### config.mk
export PLATFORM = sky130hd
export DESIGN_NAME = ea_gen_unit
export DESIGN_NICKNAME = d
export VERILOG_FILES = /design/src/rtl/ea_pkg.sv /design/src/rtl/ea_size_sel.sv /design/src/rtl/ea_offset_calc.sv /design/src/rtl/ea_gen_unit.sv
export SDC_FILE = /design/constraint.sdc
export NUM_CORES = 1
export LEC_CHECK = 0
export CORE_UTILIZATION = 45
export CTS_CLUSTER_DIAMETER = 150
export CTS_CLUSTER_SIZE = 25
export DETAILED_ROUTE_END_ITERATION = 8
export DONT_BUFFER_PORTS = 1
export GPL_ROUTABILITY_DRIVEN = 0
export GPL_TIMING_DRIVEN = 0
export SETUP_SLACK_MARGIN = 0.1
export SLEW_MARGIN = 20
export SYNTH_ARGS = -nofsm -noshare
export SYNTH_HDL_FRONTEND = slang
export SYNTH_SLANG_ARGS = --single-unit
### constraint.sdc
create_clock -name clk -period 30.4 [get_ports clk]
set_input_delay 9.12 -clock clk [delete_from_list [all_inputs] [get_ports clk]]
set_output_delay 9.12 -clock clk [all_outputs]
set_load 0.02 [all_outputs]
### src/rtl/ea_pkg.sv
package ea_pkg;
    typedef enum logic [1:0] {
        CM_16 = 2'd0,
        CM_32 = 2'd1,
        CM_64 = 2'd2,
        CM_RSV = 2'd3
    } cmode_e;

    typedef enum logic [1:0] {
        AS_16 = 2'd0,
        AS_32 = 2'd1,
        AS_64 = 2'd2
    } asize_e;

    typedef enum logic {
        ST_EMPTY = 1'b0,
        ST_FULL  = 1'b1
    } slot_e;
endpackage

### src/rtl/ea_size_sel.sv
module ea_size_sel
    import ea_pkg::*;
(
    input  logic [1:0] mode,
    input  logic       addr_ovr,
    output asize_e     asz
);
    cmode_e cm;
    assign cm = cmode_e'(mode);

    // defaults, R4 override mapping
    always_comb begin
        unique case (cm)
            CM_16:   asz = addr_ovr ? AS_32 : AS_16;
            CM_32:   asz = addr_ovr ? AS_16 : AS_32;
            default: asz = addr_ovr ? AS_32 : AS_64;
        endcase
    end
endmodule

### src/rtl/ea_offset_calc.sv
module ea_offset_calc
    import ea_pkg::*;
#(
    parameter int ADDR_W  = 64,
    parameter int DISP_W  = 32,
    parameter int SDISP_W = 8
) (
    input  logic              base_en,
    input  logic [ADDR_W-1:0] base_val,
    input  logic              index_en,
    input  logic [ADDR_W-1:0] index_val,
    input  logic [1:0]        scale,
    input  logic [DISP_W-1:0] disp_val,
    input  logic              disp_wide,
    input  logic              direct_en,
    input  logic [ADDR_W-1:0] direct_off,
    input  asize_e            asz,
    output logic [ADDR_W-1:0] off
);
    localparam int NARROW_W = 16;
    localparam int MID_W    = 32;

    logic [ADDR_W-1:0] disp_ext;
    logic [ADDR_W-1:0] base_term;
    logic [ADDR_W-1:0] idx_term;
    logic [ADDR_W-1:0] raw_sum;

    // sign extension of short or long displacement
    always_comb begin
        if (disp_wide)
            disp_ext = {{(ADDR_W-DISP_W){disp_val[DISP_W-1]}}, disp_val};
        else
            disp_ext = {{(ADDR_W-SDISP_W){disp_val[SDISP_W-1]}}, disp_val[SDISP_W-1:0]};
    end

    // missing parts count as zero, index shifted by scale
    assign base_term = base_en  ? base_val : '0;
    assign idx_term  = index_en ? (index_val << scale) : '0;

    // direct offset bypasses the sum
    assign raw_sum = direct_en ? direct_off : (base_term + idx_term + disp_ext);

    // truncate to effective size, then zero-extend
    always_comb begin
        unique case (asz)
            AS_16:   off = {{(ADDR_W-NARROW_W){1'b0}}, raw_sum[NARROW_W-1:0]};
            AS_32:   off = {{(ADDR_W-MID_W){1'b0}}, raw_sum[MID_W-1:0]};
            default: off = raw_sum;
        endcase
    end

    always_comb begin
        if (asz == AS_16)
            a_r5_zero_ext_16: assert (off[ADDR_W-1:NARROW_W] == '0);
        if (asz == AS_32)
            a_r5_zero_ext_32: assert (off[ADDR_W-1:MID_W] == '0);
    end
endmodule

### src/rtl/ea_gen_unit.sv
module ea_gen_unit
    import ea_pkg::*;
#(
    parameter int ADDR_W  = 64,
    parameter int DISP_W  = 32,
    parameter int SDISP_W = 8
) (
    input  logic              clk,
    input  logic              rst_n,
    input  logic              req_valid,
    output logic              req_ready,
    input  logic [1:0]        mode,
    input  logic              addr_ovr,
    input  logic              base_en,
    input  logic [ADDR_W-1:0] base_val,
    input  logic              index_en,
    input  logic [ADDR_W-1:0] index_val,
    input  logic [1:0]        scale,
    input  logic [DISP_W-1:0] disp_val,
    input  logic              disp_wide,
    input  logic              direct_en,
    input  logic [ADDR_W-1:0] direct_off,
    input  logic [ADDR_W-1:0] seg_base,
    output logic              out_valid,
    input  logic              out_ready,
    output logic [ADDR_W-1:0] out_addr
);
    asize_e            asz;
    logic [ADDR_W-1:0] eff_off;
    logic [ADDR_W-1:0] lin_addr;
    logic              accept;
    slot_e             state, state_nx;

    ea_size_sel u_size (
        .mode     (mode),
        .addr_ovr (addr_ovr),
        .asz      (asz)
    );

    ea_offset_calc #(
        .ADDR_W  (ADDR_W),
        .DISP_W  (DISP_W),
        .SDISP_W (SDISP_W)
    ) u_off (
        .base_en    (base_en),
        .base_val   (base_val),
        .index_en   (index_en),
        .index_val  (index_val),
        .scale      (scale),
        .disp_val   (disp_val),
        .disp_wide  (disp_wide),
        .direct_en  (direct_en),
        .direct_off (direct_off),
        .asz        (asz),
        .off        (eff_off)
    );

    // full-width segment add, wraps modulo 2^ADDR_W
    assign lin_addr = eff_off + seg_base;

    assign req_ready = (state == ST_EMPTY) || out_ready;
    assign accept    = req_valid && req_ready;

    always_comb begin
        state_nx = state;
        unique case (state)
            ST_EMPTY: if (accept) state_nx = ST_FULL;
            ST_FULL:  if (out_ready && !accept) state_nx = ST_EMPTY;
            default:  state_nx = ST_EMPTY;
        endcase
    end

    always_ff @(posedge clk) begin
        if (!rst_n) state <= ST_EMPTY;
        else        state <= state_nx;
    end

    always_ff @(posedge clk) begin
        if (!rst_n)      out_addr <= '0;
        else if (accept) out_addr <= lin_addr;
    end

    assign out_valid = (state == ST_FULL);

    a_r8_accept_shows: assert property (@(posedge clk) disable iff (!rst_n)
        (req_valid && req_ready) |=> out_valid);

    a_r8_drain_clears: assert property (@(posedge clk) disable iff (!rst_n)
        (out_valid && out_ready && !req_valid) |=> !out_valid);

    a_r9_hold_stable: assert property (@(posedge clk) disable iff (!rst_n)
        (out_valid && !out_ready) |=> (out_valid && $stable(out_addr)));

    a_r7_direct_full: assert property (@(posedge clk) disable iff (!rst_n)
        (req_valid && req_ready && direct_en && mode == 2'd2 && !addr_ovr && seg_base == '0)
        |=> (out_addr == $past(direct_off)));
endmodule

==> reports/qor.txt <==
Outcome - finished clean
Largest net degree at the start of global routing - 19
Number of core rows - 63
Iteration-0 DRC Markers - 758
Initial antenna violation count - 8
Most common cell after layout, fill and taps aside - nand2_1
Synth cell types - 70
Post-route ant nets - 0
Post-Route WL - 45.3 mm
Multi-input gate area - 11,400 µm²
CTS resizes - 0
Final Cycle Share - 60.9%
Worst-skew pair later-pin latency - 330 ps
Gr usage total - 28.4%
CTS Buf Count - 9
WP data required - 21,280 ps
RR Startpoint - out_valid
Via density - 5.67
CP cell instances - nand2b_1
TritonCTS clock tree - built
CTS clk-pin slew, worst paths - 50 ps
Cell Area, Synth - 13,700 µm²
CP Max Fanout - 5
Largest area contributor in the netlist - ha_1
Rel. slew slack - 37.8%
Worst path max stage delay - 270 ps
Worst r2r dst - out_addr[10]
Cell class contributing the biggest share of worst-path delay - simple AND/OR/NAND/NOR gates
Clock buffer depth - 2
Most frequent cells in the layout - 338 x nand2_1, 180 x a21oi_1, 146 x inv_1, 137 x o21ai_0, 130 x ha_1
Full die area - 31,100 µm²
Crit path launch - out_ready
Io pins - 367
Leak - 6.90 nW
CP Capture Point - req_ready
Critical Path Start Type - primary input
H-tree Lvls - 3
Grt total ovfl - 0
Layout cells sized above 1 - 1.85%
Worst vdd ir - 0.0233 mV
Nets - 2,491
Hold Buf Count CTS - 0
Fmax - 0.0540 GHz
PwrDens - 48.6 nW/µm²
Filler instances - 3,116
CP Class - primary input to primary output
Main synth FF type - dfxtp_1
Min-Delay Path Class - flip-flop to flip-flop
DRC - 0
CP max-delay cell - nand2b_1
Mapped Nets - 2,479
Routed len/inst - 18.9 µm
Port bufs - 0
Avg Inst Size Synth - 6.90 µm²
FF+latch area - 1300 µm²
CTS Root Cell - clkbuf_16
Number of setup buffers added after CTS - 0
Worst Setup Slack post-DPL - 11,900 ps
Final setup violation count - 0
Yosys warning count - 0
Fin worst setup slack - 11,890 ps
Instance count on the critical path - 1
Final Hold Viols - 0
R2R setup slack - 27,980 ps
Min-delay src - out_addr[48]
Die width - 176 µm
First-pass GRT wire length - 69.6 mm
Starting density of the core - 45.9%
Ranking of synthesized cells by area - ha_1 12%, dfxtp_1 9.5%, fa_1 9.5%
Post-synth EDFFs - 0
Post-synthesis register bit count - 65
Core Area - 29,800 µm²
FFs w/ async S/R, synth - 0%
Synthesis-to-finish area growth - 6.30%
Vias in the first global route - 13,076
Pre-antenna DRT Iters - 5
RSZ-0062 raised after global routing - no
Element type at the critical path end - primary output
Max-capacitance violation count - 0
Final core occ - 48.8%
Vias - 13,572
Worst Tran Pin Value - 921 ps
Depth of the worst register-to-register path - 8
Synth top area share - 11.9%
Buffers and inverters on the worst path - 0
Min cycle time layout - 18,510 ps
Setup TNS Final - 0 ps
DIE HEIGHT - 176 µm
WP data arrival - 9390 ps
Clock Sinks - 65
Max-slew violation count - 0
Syn Inst Count - 1,983
Detail Placement HPWL - 39.7 mm
Post-Route Skew - 4.79 ps
Sequential share of the synthesized area - 9.52%
synthesized netlist by cell type (4+ instances only):
| library cell | count |
|---|---|
| clkbuf_1 | 89 |
| a21boi_0 | 18 |
| nor2_1 | 129 |
| and3_1 | 12 |
| o31ai_1 | 7 |
| and2_1 | 50 |
| buf_1 | 13 |
| nand2b_1 | 12 |
| xor2_1 | 49 |
| mux2_2 | 4 |
| nor3_1 | 19 |
| a21o_1 | 71 |
| o21bai_1 | 31 |
| o311ai_0 | 4 |
| a211oi_1 | 14 |
| a41o_1 | 4 |
| mux2i_1 | 74 |
| nand2_1 | 338 |
| fa_1 | 65 |
| nand3_1 | 90 |
| nor4_1 | 6 |
| xnor2_1 | 68 |
| a2111oi_0 | 4 |
| inv_1 | 146 |
| o21ai_0 | 137 |
| o221ai_1 | 4 |
| dfxtp_1 | 65 |
| a31oi_1 | 18 |
| or3_1 | 7 |
| a221oi_1 | 5 |
| a211o_1 | 7 |
| o21a_1 | 12 |
| a21oi_1 | 181 |
| nand4_1 | 27 |
| nor2b_1 | 10 |
| ha_1 | 130 |
| buf_2 | 4 |
| o211ai_1 | 8 |
worst min-delay path by stage:
stage,to,depth (start not counted)
2_1_floorplan,out_addr[46],2
3_3_place_gp,out_addr[56],2
3_5_place_dp,out_addr[48],2
4_1_cts,out_addr[48],2
5_1_grt,out_addr[58],2
6_report,out_addr[48],2
flip-flops by register name (all words and copies together), names as in the netlist:
name       count
out_addr      64
out_valid      1
layer usage:
layer	routed length (µm)	vias up	global-route usage [%]
met5	13	-	0
met4	1480	2	12.1
met3	2770	70	2.97
met2	19600	514	44.6
met1	21400	6081	39.4
li1	-	6905	-
power breakdown:
| part | switching [mW] | internal [mW] | total (mW) |
|---|---|---|---|
| Combinational | 0.288 | 0.183 | 0.471 |
| Sequential | 0.0266 | 0.0996 | 0.126 |
| Clock | 0.0349 | 0.0751 | 0.110 |
| Total | 0.349 | 0.358 | 0.707 |
final cells by class:
cell class	count	share of cell area, %
antenna	7	0.121
buffer	107	2.85
clock buffer	11	1.74
clock inverter	3	0.448
inverter	147	3.80
multi-input combinational	1664	78.6
sequential	65	8.95
tap	390	3.36
timing repair buffer	1	0.189
worst register-to-register path, cell delays in order (launching register included):
cell and delay, ps:
dfxtp_1 430, nand2b_1 240, nand2_1 220, clkbuf_1 410
and2_1 190, clkbuf_1 210, clkbuf_1 440, nand2_1 110
o21ai_0 80
cells by family (layout without fill, tap and decap cells):
| family | Yosys count | in the layout | synth area share (%) |
|---|---|---|---|
| muxes | 78 | 78 | 5.75 |
| DFF | 65 | 65 | 9.52 |
| AOI/OAI and AO/OA | 561 | 561 | 25.5 |
| xor gates and xnor gates | 117 | 117 | 7.49 |
| and+or+nand+nor | 713 | 713 | 23.3 |
| adders and majority gates | 195 | 195 | 21.4 |
| buffers and inverters | 254 | 269 | 7.06 |
| other | 0 | 7 | 0 |
through the flow:
stage	instance area, µm²	power, mW	hold slack, ps	cells
after floorplan	13700	0.480	536	1983
after global placement	14200	0.583	550	2373
after detailed placement	14200	0.590	560	2374
after CTS	14500	0.704	567	2388
after global routing	14500	0.772	586	2395
final	14500	0.707	562	2395
Note: power is estimated with default switching activity, not from simulation.
